## config.mk

```make
export PLATFORM = sky130hd
export DESIGN_NAME = fblank_cond
export DESIGN_NICKNAME = d
export VERILOG_FILES = /design/src/rtl/fbc_pkg.sv /design/src/rtl/fbc_sync.sv /design/src/rtl/fbc_status.sv /design/src/rtl/fbc_delay.sv /design/src/rtl/fblank_cond.sv
export SDC_FILE = /design/constraint.sdc
export NUM_CORES = 1
export LEC_CHECK = 0
export BUFFER_PORTS_ARGS = -buffer_cell sky130_fd_sc_hd__buf_2
export CAP_MARGIN = 10
export CORE_MARGIN = 5
export CORE_UTILIZATION = 46
export CTS_CLUSTER_DIAMETER = 120
export DETAILED_ROUTE_END_ITERATION = 16
export PLACE_DENSITY = 0.67
export SLEW_MARGIN = 10
export SYNTH_ARGS = -nofsm -noshare
export SYNTH_HDL_FRONTEND = slang
export SYNTH_SLANG_ARGS = --single-unit
```

## constraint.sdc

```tcl
create_clock -name clk -period 2.17 [get_ports clk]
set_clock_uncertainty 0.2 [all_clocks]
set_input_delay 0.3255 -clock clk [delete_from_list [all_inputs] [get_ports clk]]
set_output_delay 0.3255 -clock clk [all_outputs]
set_load 0.05 [all_outputs]
```

## src/rtl/fbc_pkg.sv

```systemverilog
// Package: shared constants and the status type for the fast-blank conditioner.
// Assumes an 8-bit register data path and a 2-bit address space.
package fbc_pkg;
    localparam int unsigned FBC_DW       = 8;
    localparam int unsigned FBC_AW       = 2;
    localparam logic [FBC_AW-1:0] ADR_CTRL = 2'd0;
    localparam logic [FBC_AW-1:0] ADR_DLY  = 2'd1;
    localparam logic [FBC_AW-1:0] ADR_TRIM = 2'd2;
    localparam int unsigned SENSE_BIT    = 3;
    localparam int unsigned STAT_LSB     = 4;

    // Status nibble; bit 0 is rise, bit 3 is seen-high.
    typedef struct packed {
        logic seen_high;
        logic live;
        logic fell;
        logic rose;
    } fbc_stat_t;
endpackage

```

## src/rtl/fbc_sync.sv

```systemverilog
// Module: multi-flop synchronizer for one asynchronous bit.
// Assumes STAGES >= 2; output resets low.
module fbc_sync #(
    parameter int unsigned STAGES = 2
) (
    input  logic clk,
    input  logic rst_n,
    input  logic d,
    output logic q
);
    logic [STAGES-1:0] chain;

    // Shift the input through the flop chain.
    always_ff @(posedge clk) begin
        if (!rst_n) chain <= '0;
        else        chain <= {chain[STAGES-2:0], d};
    end

    assign q = chain[STAGES-1];
endmodule

```

## src/rtl/fbc_status.sv

```systemverilog
// Module: edge detection and sticky status flags with clear-on-read.
// Assumes 'lvl' is already synchronous and polarity-corrected.
// A clear and a simultaneous event leave the flag set.
module fbc_status
    import fbc_pkg::*;
(
    input  logic      clk,
    input  logic      rst_n,
    input  logic      lvl,
    input  logic      clr,
    output fbc_stat_t stat,
    output logic      rise_evt
);
    logic lvl_q;
    logic fall_evt;
    logic rose_q, fell_q, high_q;

    assign rise_evt = lvl & ~lvl_q;
    assign fall_evt = ~lvl & lvl_q;

    // Remember the previous level and update sticky flags.
    always_ff @(posedge clk) begin
        if (!rst_n) begin
            lvl_q  <= 1'b0;
            rose_q <= 1'b0;
            fell_q <= 1'b0;
            high_q <= 1'b0;
        end else begin
            lvl_q  <= lvl;
            rose_q <= (rose_q & ~clr) | rise_evt;
            fell_q <= (fell_q & ~clr) | fall_evt;
            high_q <= (high_q & ~clr) | lvl;
        end
    end

    // Assemble the readable status nibble.
    always_comb begin
        stat.rose      = rose_q;
        stat.fell      = fell_q;
        stat.live      = lvl;
        stat.seen_high = high_q;
    end
endmodule

```

## src/rtl/fbc_delay.sv

```systemverilog
// Module: programmable whole-cycle delay line with a registered tap select.
// Tap 0 is the input itself, tap k is k cycles old; output adds one register.
// Assumes sel never exceeds 2**DLY_W.
module fbc_delay #(
    parameter int unsigned DLY_W = 4
) (
    input  logic           clk,
    input  logic           rst_n,
    input  logic           d,
    input  logic [DLY_W:0] sel,
    output logic           q
);
    localparam int unsigned DEPTH = 1 << DLY_W;
    localparam int unsigned TAPS  = DEPTH + 1;

    logic [DEPTH-1:0] line;
    logic [TAPS-1:0]  taps;

    assign taps = {line, d};

    // Shift the conditioned level along the line.
    always_ff @(posedge clk) begin
        if (!rst_n) line <= '0;
        else        line <= {line[DEPTH-2:0], d};
    end

    // Register the selected tap as the aligned output.
    always_ff @(posedge clk) begin
        if (!rst_n)                 q <= 1'b0;
        else if (32'(sel) < TAPS)   q <= taps[sel];
        else                        q <= 1'b0;
    end
endmodule

```

## src/rtl/fblank_cond.sv

```systemverilog
// Module: fast-blank input conditioner top level.
// Synchronizes the pin, applies the sense bit and delays the level. Holds
// sticky status and forwards the sub-cycle trim phase.
// Assumes a single clock domain for the register port and the video path.
module fblank_cond
    import fbc_pkg::*;
#(
    parameter int unsigned SYNC_STAGES = 2,
    parameter int unsigned DLY_W       = 4,
    parameter int unsigned TRIM_W      = 4,
    parameter int unsigned DLY_RST     = 4,
    parameter int unsigned TRIM_RST    = 4
) (
    input  logic              clk,
    input  logic              rst_n,
    input  logic              fb_pin,
    input  logic              wr_en,
    input  logic              rd_en,
    input  logic [1:0]        addr,
    input  logic [7:0]        wr_data,
    output logic [7:0]        rd_data,
    output logic              fb_out,
    output logic [2:0]        phase_out
);
    localparam int unsigned PH_W  = TRIM_W - 1;
    localparam int unsigned SEL_W = DLY_W + 1;

    logic              sense_q;
    logic [DLY_W-1:0]  dly_q;
    logic [TRIM_W-1:0] trim_q;
    logic              pin_s;
    logic              cond_w;
    logic              rd_clr;
    logic              rise_evt_w;
    fbc_stat_t         stat_s;
    logic [3:0]        stat_w;
    logic [SEL_W-1:0]  tap_sel;

    fbc_sync #(.STAGES(SYNC_STAGES)) u_sync (
        .clk (clk),
        .rst_n (rst_n),
        .d (fb_pin),
        .q (pin_s)
    );

    // Apply the programmed input sense.
    assign cond_w = pin_s ^ sense_q;

    assign rd_clr = rd_en && (addr == ADR_CTRL);

    fbc_status u_stat (
        .clk (clk),
        .rst_n (rst_n),
        .lvl (cond_w),
        .clr (rd_clr),
        .stat (stat_s),
        .rise_evt (rise_evt_w)
    );

    assign stat_w = stat_s;

    // Whole-cycle setting plus the carry from the trim's top bit.
    assign tap_sel = {1'b0, dly_q} + SEL_W'(trim_q[TRIM_W-1]);

    fbc_delay #(.DLY_W(DLY_W)) u_dly (
        .clk (clk),
        .rst_n (rst_n),
        .d (cond_w),
        .sel (tap_sel),
        .q (fb_out)
    );

    assign phase_out = 3'(trim_q[PH_W-1:0]);

    // Register writes for sense, delay and trim.
    always_ff @(posedge clk) begin
        if (!rst_n) begin
            sense_q <= 1'b0;
            dly_q   <= DLY_W'(DLY_RST);
            trim_q  <= TRIM_W'(TRIM_RST);
        end else if (wr_en) begin
            case (addr)
                ADR_CTRL: sense_q <= wr_data[SENSE_BIT];
                ADR_DLY:  dly_q   <= wr_data[DLY_W-1:0];
                ADR_TRIM: trim_q  <= wr_data[TRIM_W-1:0];
                default:  ;
            endcase
        end
    end

    // Registered read mux; the sense bit is not readable.
    always_ff @(posedge clk) begin
        if (!rst_n) begin
            rd_data <= '0;
        end else if (rd_en) begin
            case (addr)
                ADR_CTRL: rd_data <= {stat_w, 4'b0000};
                ADR_DLY:  rd_data <= 8'(dly_q);
                ADR_TRIM: rd_data <= 8'(trim_q);
                default:  rd_data <= '0;
            endcase
        end
    end
endmodule

```

==> results of run 1 <==
final cells by class:
| cell class | instances | area [sq um] | area share (%) |
|---|---|---|---|
| inverter | 2 | 7.51 | 0.408 |
| tap | 46 | 57.6 | 3.12 |
| multi-input combinational | 114 | 792 | 43.0 |
| sequential | 39 | 781 | 42.4 |
| timing repair buffer | 27 | 150 | 8.15 |
| clock inverter | 2 | 12.5 | 0.679 |
| clock buffer | 6 | 41.3 | 2.24 |
through the flow:
stage                     instances  hold slack [ns]  instance area, sq um  setup WS [ns]  util, %
after global placement          227            0.232                  1780          0.249     52.1
after global routing            236         0.000884                  1840        0.00234     53.9
final                           236           0.0198                  1840          0.150     53.9
after floorplan                 168            0.212                  1650          0.245        -
after detailed placement        227            0.223                  1780          0.213     52.1
after CTS                       236          0.00793                  1840          0.157     53.9
synthesized netlist by cell type:
cell type and number:
sky130_fd_sc_hd__a21boi_0 4, sky130_fd_sc_hd__a21oi_1 6, sky130_fd_sc_hd__a22oi_1 5, sky130_fd_sc_hd__and2_1 20, sky130_fd_sc_hd__and3_1 1, sky130_fd_sc_hd__and4_1 1
sky130_fd_sc_hd__buf_2 1, sky130_fd_sc_hd__buf_4 4, sky130_fd_sc_hd__buf_6 1, sky130_fd_sc_hd__clkbuf_1 7, sky130_fd_sc_hd__dfxtp_1 39, sky130_fd_sc_hd__ha_1 2
sky130_fd_sc_hd__inv_1 2, sky130_fd_sc_hd__mux2_2 1, sky130_fd_sc_hd__mux2i_1 9, sky130_fd_sc_hd__mux4_2 2, sky130_fd_sc_hd__nand2_1 14, sky130_fd_sc_hd__nand3_1 7
sky130_fd_sc_hd__nand3b_1 2, sky130_fd_sc_hd__nand4_1 1, sky130_fd_sc_hd__nor2_1 5, sky130_fd_sc_hd__nor2b_1 15, sky130_fd_sc_hd__o2111ai_1 2, sky130_fd_sc_hd__o211a_1 4
sky130_fd_sc_hd__o211ai_1 2, sky130_fd_sc_hd__o21ai_0 2, sky130_fd_sc_hd__o221ai_1 1, sky130_fd_sc_hd__o22ai_1 3, sky130_fd_sc_hd__o311ai_0 1, sky130_fd_sc_hd__xnor2_1 1
sky130_fd_sc_hd__xnor2_2 1, sky130_fd_sc_hd__xor2_1 2
where the power goes:
| group | switching, mW | internal [mW] | total [mW] |
|---|---|---|---|
| clock network | 0.227 | 0.125 | 0.352 |
| registers | 0.0137 | 0.735 | 0.748 |
| logic | 0.0804 | 0.0474 | 0.128 |
| total | 0.321 | 0.907 | 1.23 |
logic make-up (layout without fill, tap and decap cells):
| logic type | count (synthesis) | after routing | share of synthesized area [%] |
|---|---|---|---|
| and+or+nand+nor | 66 | 66 | 21.9 |
| DFF | 39 | 39 | 47.2 |
| AOI/OAI and AO/OA | 30 | 30 | 13.1 |
| buffers and inverters | 15 | 37 | 4.85 |
| muxes | 12 | 12 | 8.86 |
| xor gates and xnor gates | 4 | 4 | 2.57 |
| adders and majority gates | 2 | 2 | 1.51 |
placed cells by master, fill, tap and decap left out, types with 5 or more instances in the layout:
| master | count |
|---|---|
| sky130_fd_sc_hd__dfxtp_1 | 39 |
| sky130_fd_sc_hd__nor2b_1 | 15 |
| sky130_fd_sc_hd__nand2_1 | 14 |
| sky130_fd_sc_hd__nor2_1 | 5 |
| sky130_fd_sc_hd__nand3_1 | 7 |
| sky130_fd_sc_hd__and2_1 | 20 |
| sky130_fd_sc_hd__a22oi_1 | 5 |
| sky130_fd_sc_hd__clkbuf_4 | 5 |
| sky130_fd_sc_hd__mux2i_1 | 9 |
| sky130_fd_sc_hd__buf_2 | 22 |
| sky130_fd_sc_hd__a21oi_1 | 6 |
per-layer routing:
layer  share of wire (%)  up-vias  track usage [%]
met3                 4.9        2             6.03
met1                  46      595             16.1
li1                    -      626                -
met2                  48       26             21.9
met4                0.74        0             6.81
met5                   0        -                0
worst max-delay path: cells and delay by family, from the launching register on:
| family | cells | cell delay, ns |
|---|---|---|
| AOI/OAI and AO/OA | 2 | 0.29 |
| xor gates and xnor gates | 1 | 0.25 |
| adders and majority gates | 1 | 0.29 |
| DFF | 1 | 0.41 |
| muxes | 1 | 0.34 |
| and+or+nand+nor | 1 | 0.12 |
worst paths after layout:
kind | start | to | slack, ns | depth (start not counted)
worst max register to register | dly_q[0] | u_dly.q | 0.15 | 6
worst min-delay path | wr_data[2] | trim_q[2] | 0.02 | 3
worst max-delay path | dly_q[0] | u_dly.q | 0.15 | 6
worst min register to register | u_sync.chain[0] | u_sync.chain[1] | 0.25 | 1
state kept, by name, summed over array words and instances (netlist names):
name	flops
dly_q	4
rd_data	8
sense_q	1
trim_q	4
u_dly.line	16
u_dly.q	1
u_stat.fell_q	1
u_stat.high_q	1
u_stat.rose_q	1
u_sync.chain	2
repair_timing:
action / in CTS / in global routing
hold endpoints to repair: 1 / 0
buffers inserted: 0 / 0
hold buffers: 1 / 0
==> flow_summary.ini, run 1 <==
[global_route]
grt_first_pass_wirelength_microns = 5420
overflow = 0
grt_start_max_net_pins = 28
first_global_vias = 1221
grt_antenna_before_repair = 0
grt_usage_pct = 13.9

[synthesis]
yosysWarnings = 0
avgSynthCellArea_sq_um = 9.84
synth_area_leader_cell = sky130_fd_sc_hd__dfxtp_1
yosys.area.top_type_share_pct = 47.2
synthesis.area_sq_um = 1650
seq_area_frac_synth_pct = 47.2
yosys_register_bits = 39
synth_cells = 168
syn-num-nets = 185
netlist_top_cells_area = sky130_fd_sc_hd__dfxtp_1, sky130_fd_sc_hd__and2_1, sky130_fd_sc_hd__nor2b_1
synth.lib_cells_used.distinct = 32

[die]
die-area_sq_um = 4890
starting_utilization_of_the_core_area_pct = 48.4
rows = 21
dieWidth_microns = 69.9
core_region_area_sq_um = 3420
pin_count = 27
die_h_microns = 69.9

[worst_setup_path]
critical_path_class = flop to flop
cp_data_required_time_ns = 2.18
slowest_stage = sky130_fd_sc_hd__dfxtp_1
cp_slowest_stage_delay_ns = 0.41
worst-endpoint-arrival_ns = 2.03
crit_chain = ha_1 > nand2_1 > xor2_1 > mux4_2 > o22ai_1 > o211ai_1
critPathMaxFanout = 7
endpoint_kind = flop
startpoint_type = flop

[route]
dr_total_vias = 1249
wirelength_microns = 3120
drtPass1Iterations = 4
drtAntennaViolNets = 0
routed_wire_length_per_instance_microns = 13.2
drc_errors = 0
drt-initial-drc-count = 78
vias_per_cell = 5.29

[placed_design]
dp_hpwl_microns = 2310
io_buffer_count = 22
routabilityCongestion = 0.864

[sta]
rsz0062_at_grt = no
maxClockFrequency_ghz = 0.495
setup_total_negative_slack_ns = 0
layout_min_cycle_time_ns = 2.02
timing_max_transition_violations_final = 0
worstMarginPinSlew_ns = 0.551
setup_viol = 0
maxSlewHeadroom_pct = 63.2
hold_viol_final = 0
ratio_of_final_minimum_period_to_clock_period_pct = 93.1

[clock_tree]
post_cts_resized = 0
clock_insertion_delay_worst_skew_ns = 0.35
cts_num_sinks = 39
clock-root-buffer = sky130_fd_sc_hd__clkbuf_4
clkSlewWorstSetupHoldPaths_ns = 0.13
cts_buffer_depth = 2
cts_tree = done
cts_buf_count = 5
htree_levels = 2

[cells_and_area]
post_route_cells_drive_above_1_share_pct = 19.5
filler_cell_count = 340
layout.nets = 206
area_delta_synth_final_pct = 11.4
num_antenna_cells = 0

[power_and_ir_drop]
total_power_mw = 1.23
power_density_nw_per_um2 = 667
leakage_power_nw = 0.807
ir_worst_vdd_uv = 337

[worst_hold_path]
hold_path.class = input pin to flop

[run]
maxCapViolations = 0

[run_status]
run_status = complete, no violations
(Power assumes the default switching activity.)
==> run 2, diff against run 1 <==
PLACE_DENSITY = 0.7   (was 0.67)
clock period = 1.72 ns   (was 2.17 ns; I/O delays follow)
==> flow_summary.ini, run 2 (synthesized netlist as in run 1, its figures left out) <==
[die]
die_h_microns = 69.9
die-area_sq_um = 4890
starting_utilization_of_the_core_area_pct = 48.4
core_region_area_sq_um = 3420
rows = 21
pin_count = 27
dieWidth_microns = 69.9

[sta]
worst_hold_slack_ns = 0.0590
worst_slack_ns = -0.0732
maxSlewHeadroom_pct = 74.2
timing_max_transition_violations_final = 0
ratio_of_final_minimum_period_to_clock_period_pct = 104
setup_viol = 1
rsz0062_at_grt = yes
worstMarginPinSlew_ns = 0.383
hold_viol_final = 0
maxClockFrequency_ghz = 0.558
layout_min_cycle_time_ns = 1.79

[clock_tree]
cts_tree = done
clock_insertion_delay_worst_skew_ns = 0.35
clkSlewWorstSetupHoldPaths_ns = 0.11
htree_levels = 2
cts_buffer_depth = 2
cts_buf_count = 5
cts_num_sinks = 39
clock-root-buffer = sky130_fd_sc_hd__clkbuf_4
cts_setup_buffers = 0

[power_and_ir_drop]
leakage_power_nw = 0.894
power_density_nw_per_um2 = 915
ir_worst_vdd_uv = 542

[cells_and_area]
final_cells = 249
filler_cell_count = 269
largest_register_ffs = 16
num_antenna_cells = 0
mostFrequentLayoutCell = sky130_fd_sc_hd__dfxtp_1
layout_common_cells = sky130_fd_sc_hd__dfxtp_1, sky130_fd_sc_hd__buf_2, sky130_fd_sc_hd__and2_1
top_regs = u_dly.line: 16 flops, rd_data: 8 flops
layout.nets = 219
fin_area_sq_um = 2050
registers.top_by_ff_count = u_dly.line
final_util_pct = 60.0
area_delta_synth_final_pct = 24.1
post_route_cells_drive_above_1_share_pct = 25.6

[global_route]
first_global_vias = 1338
grt_antenna_before_repair = 0
grt_usage_pct = 15.0
grt_first_pass_wirelength_microns = 5930
overflow = 0
grt_start_max_net_pins = 19

[route]
drtAntennaViolNets = 0
drc_errors = 0
routed_wire_length_per_instance_microns = 13.2
drt-initial-drc-count = 137
wirelength_microns = 3290
dr_total_vias = 1287
drtPass1Iterations = 4
vias_per_cell = 5.17

[placed_design]
routabilityCongestion = 0.814
pre_cts_ws_ns = -0.103
numPlacedInstances = 236
placement.cell_area_sq_um = 1860
io_buffer_count = 22
dp_hpwl_microns = 2370

[worst_setup_path]
critical_path_class = flop to flop
critPathMaxFanout = 3
regToRegSetupSlack_ns = -0.07
worst_r2r_path_depth = 5
worst-endpoint-arrival_ns = 1.83
startpoint_type = flop
timing.rr.end = u_dly.q
endpoint_kind = flop
cp_data_required_time_ns = 1.75
crit-reg2reg-launch = dly_q[0]

[run]
maxCapViolations = 0

[worst_hold_path]
hold_start = wr_en
min_delay_worst_endpoint = sense_q
min_path_cells = 3
hold_path.class = input pin to flop

[run_status]
run_status = complete, but fails checks
failing_checks = negative setup slack
## run 2: cell count changes in the layout (fill, tap and decap cells not counted), moves of 2 or more
cell                            delta
sky130_fd_sc_hd__dlygate4sd3_1     +4
sky130_fd_sc_hd__ha_1              -2
sky130_fd_sc_hd__bufinv_16         +2
sky130_fd_sc_hd__dfxtp_1           -2
sky130_fd_sc_hd__buf_4             +9
sky130_fd_sc_hd__ha_4              +2
## run 2: where the power goes
part	internal (mW)	switching [mW]	total, mW
clock network	0.453	0.293	0.747
registers	0.926	0.0183	0.944
logic	0.0781	0.108	0.186
## run 2: what timing repair did
item | in CTS | in global routing
pin swaps | 2 | 0
setup endpoints to repair | 1 | 1
gates cloned | 0 | 0
hold endpoints to repair | 8 | 0
hold buffers | 5 | 0
gates resized for setup | 5 | 1
## run 2: worst max path at each step
stage	from	to	slack, ns	depth (start not counted)
after global routing	dly_q[0]	u_dly.q	-0.19	5
after global placement	dly_q[0]	u_dly.q	-0.09	5
final	dly_q[0]	u_dly.q	-0.07	5
after detailed placement	dly_q[0]	u_dly.q	-0.10	5
after floorplan	trim_q[3]	u_dly.q	-0.16	6
after CTS	dly_q[0]	u_dly.q	-0.08	5
## run 2: metal layers
metal  track usage (%)  routed length (microns)  part of all wire [%]
met2              23.6                     1520                    46
met5                 0                        0                     0
met1              18.1                     1580                    48
met4              6.60                       49                   1.5
met3              5.74                      148                   4.5
## run 2: final cells by class
| cell class | instances | area [sq um] | area share (%) |
|---|---|---|---|
| inverter | 2 | 7.51 | 0.366 |
| clock buffer | 6 | 41.3 | 2.01 |
| multi-input combinational | 114 | 841 | 41.0 |
| clock inverter | 2 | 60.1 | 2.93 |
| tap | 46 | 57.6 | 2.81 |
| timing repair buffer | 40 | 258 | 12.6 |
| sequential | 39 | 786 | 38.3 |
## run 2: critical path, stage by stage, from the launching register on
cell and delay, ns:
sky130_fd_sc_hd__dfxtp_4 0.38, sky130_fd_sc_hd__ha_4 0.18, sky130_fd_sc_hd__xnor2_4 0.15, sky130_fd_sc_hd__mux4_2 0.53
sky130_fd_sc_hd__o22ai_2 0.15, sky130_fd_sc_hd__o211ai_1 0.09
## run 2: metrics by stage
| step | setup TNS (ns) | power (mW) |
|---|---|---|
| after floorplan | -0.164 | 1.08 |
| after global placement | -0.0876 | 1.13 |
| after detailed placement | -0.103 | 1.14 |
| after CTS | -0.0841 | 1.90 |
| after global routing | -0.186 | 1.96 |
| final | -0.0732 | 1.88 |
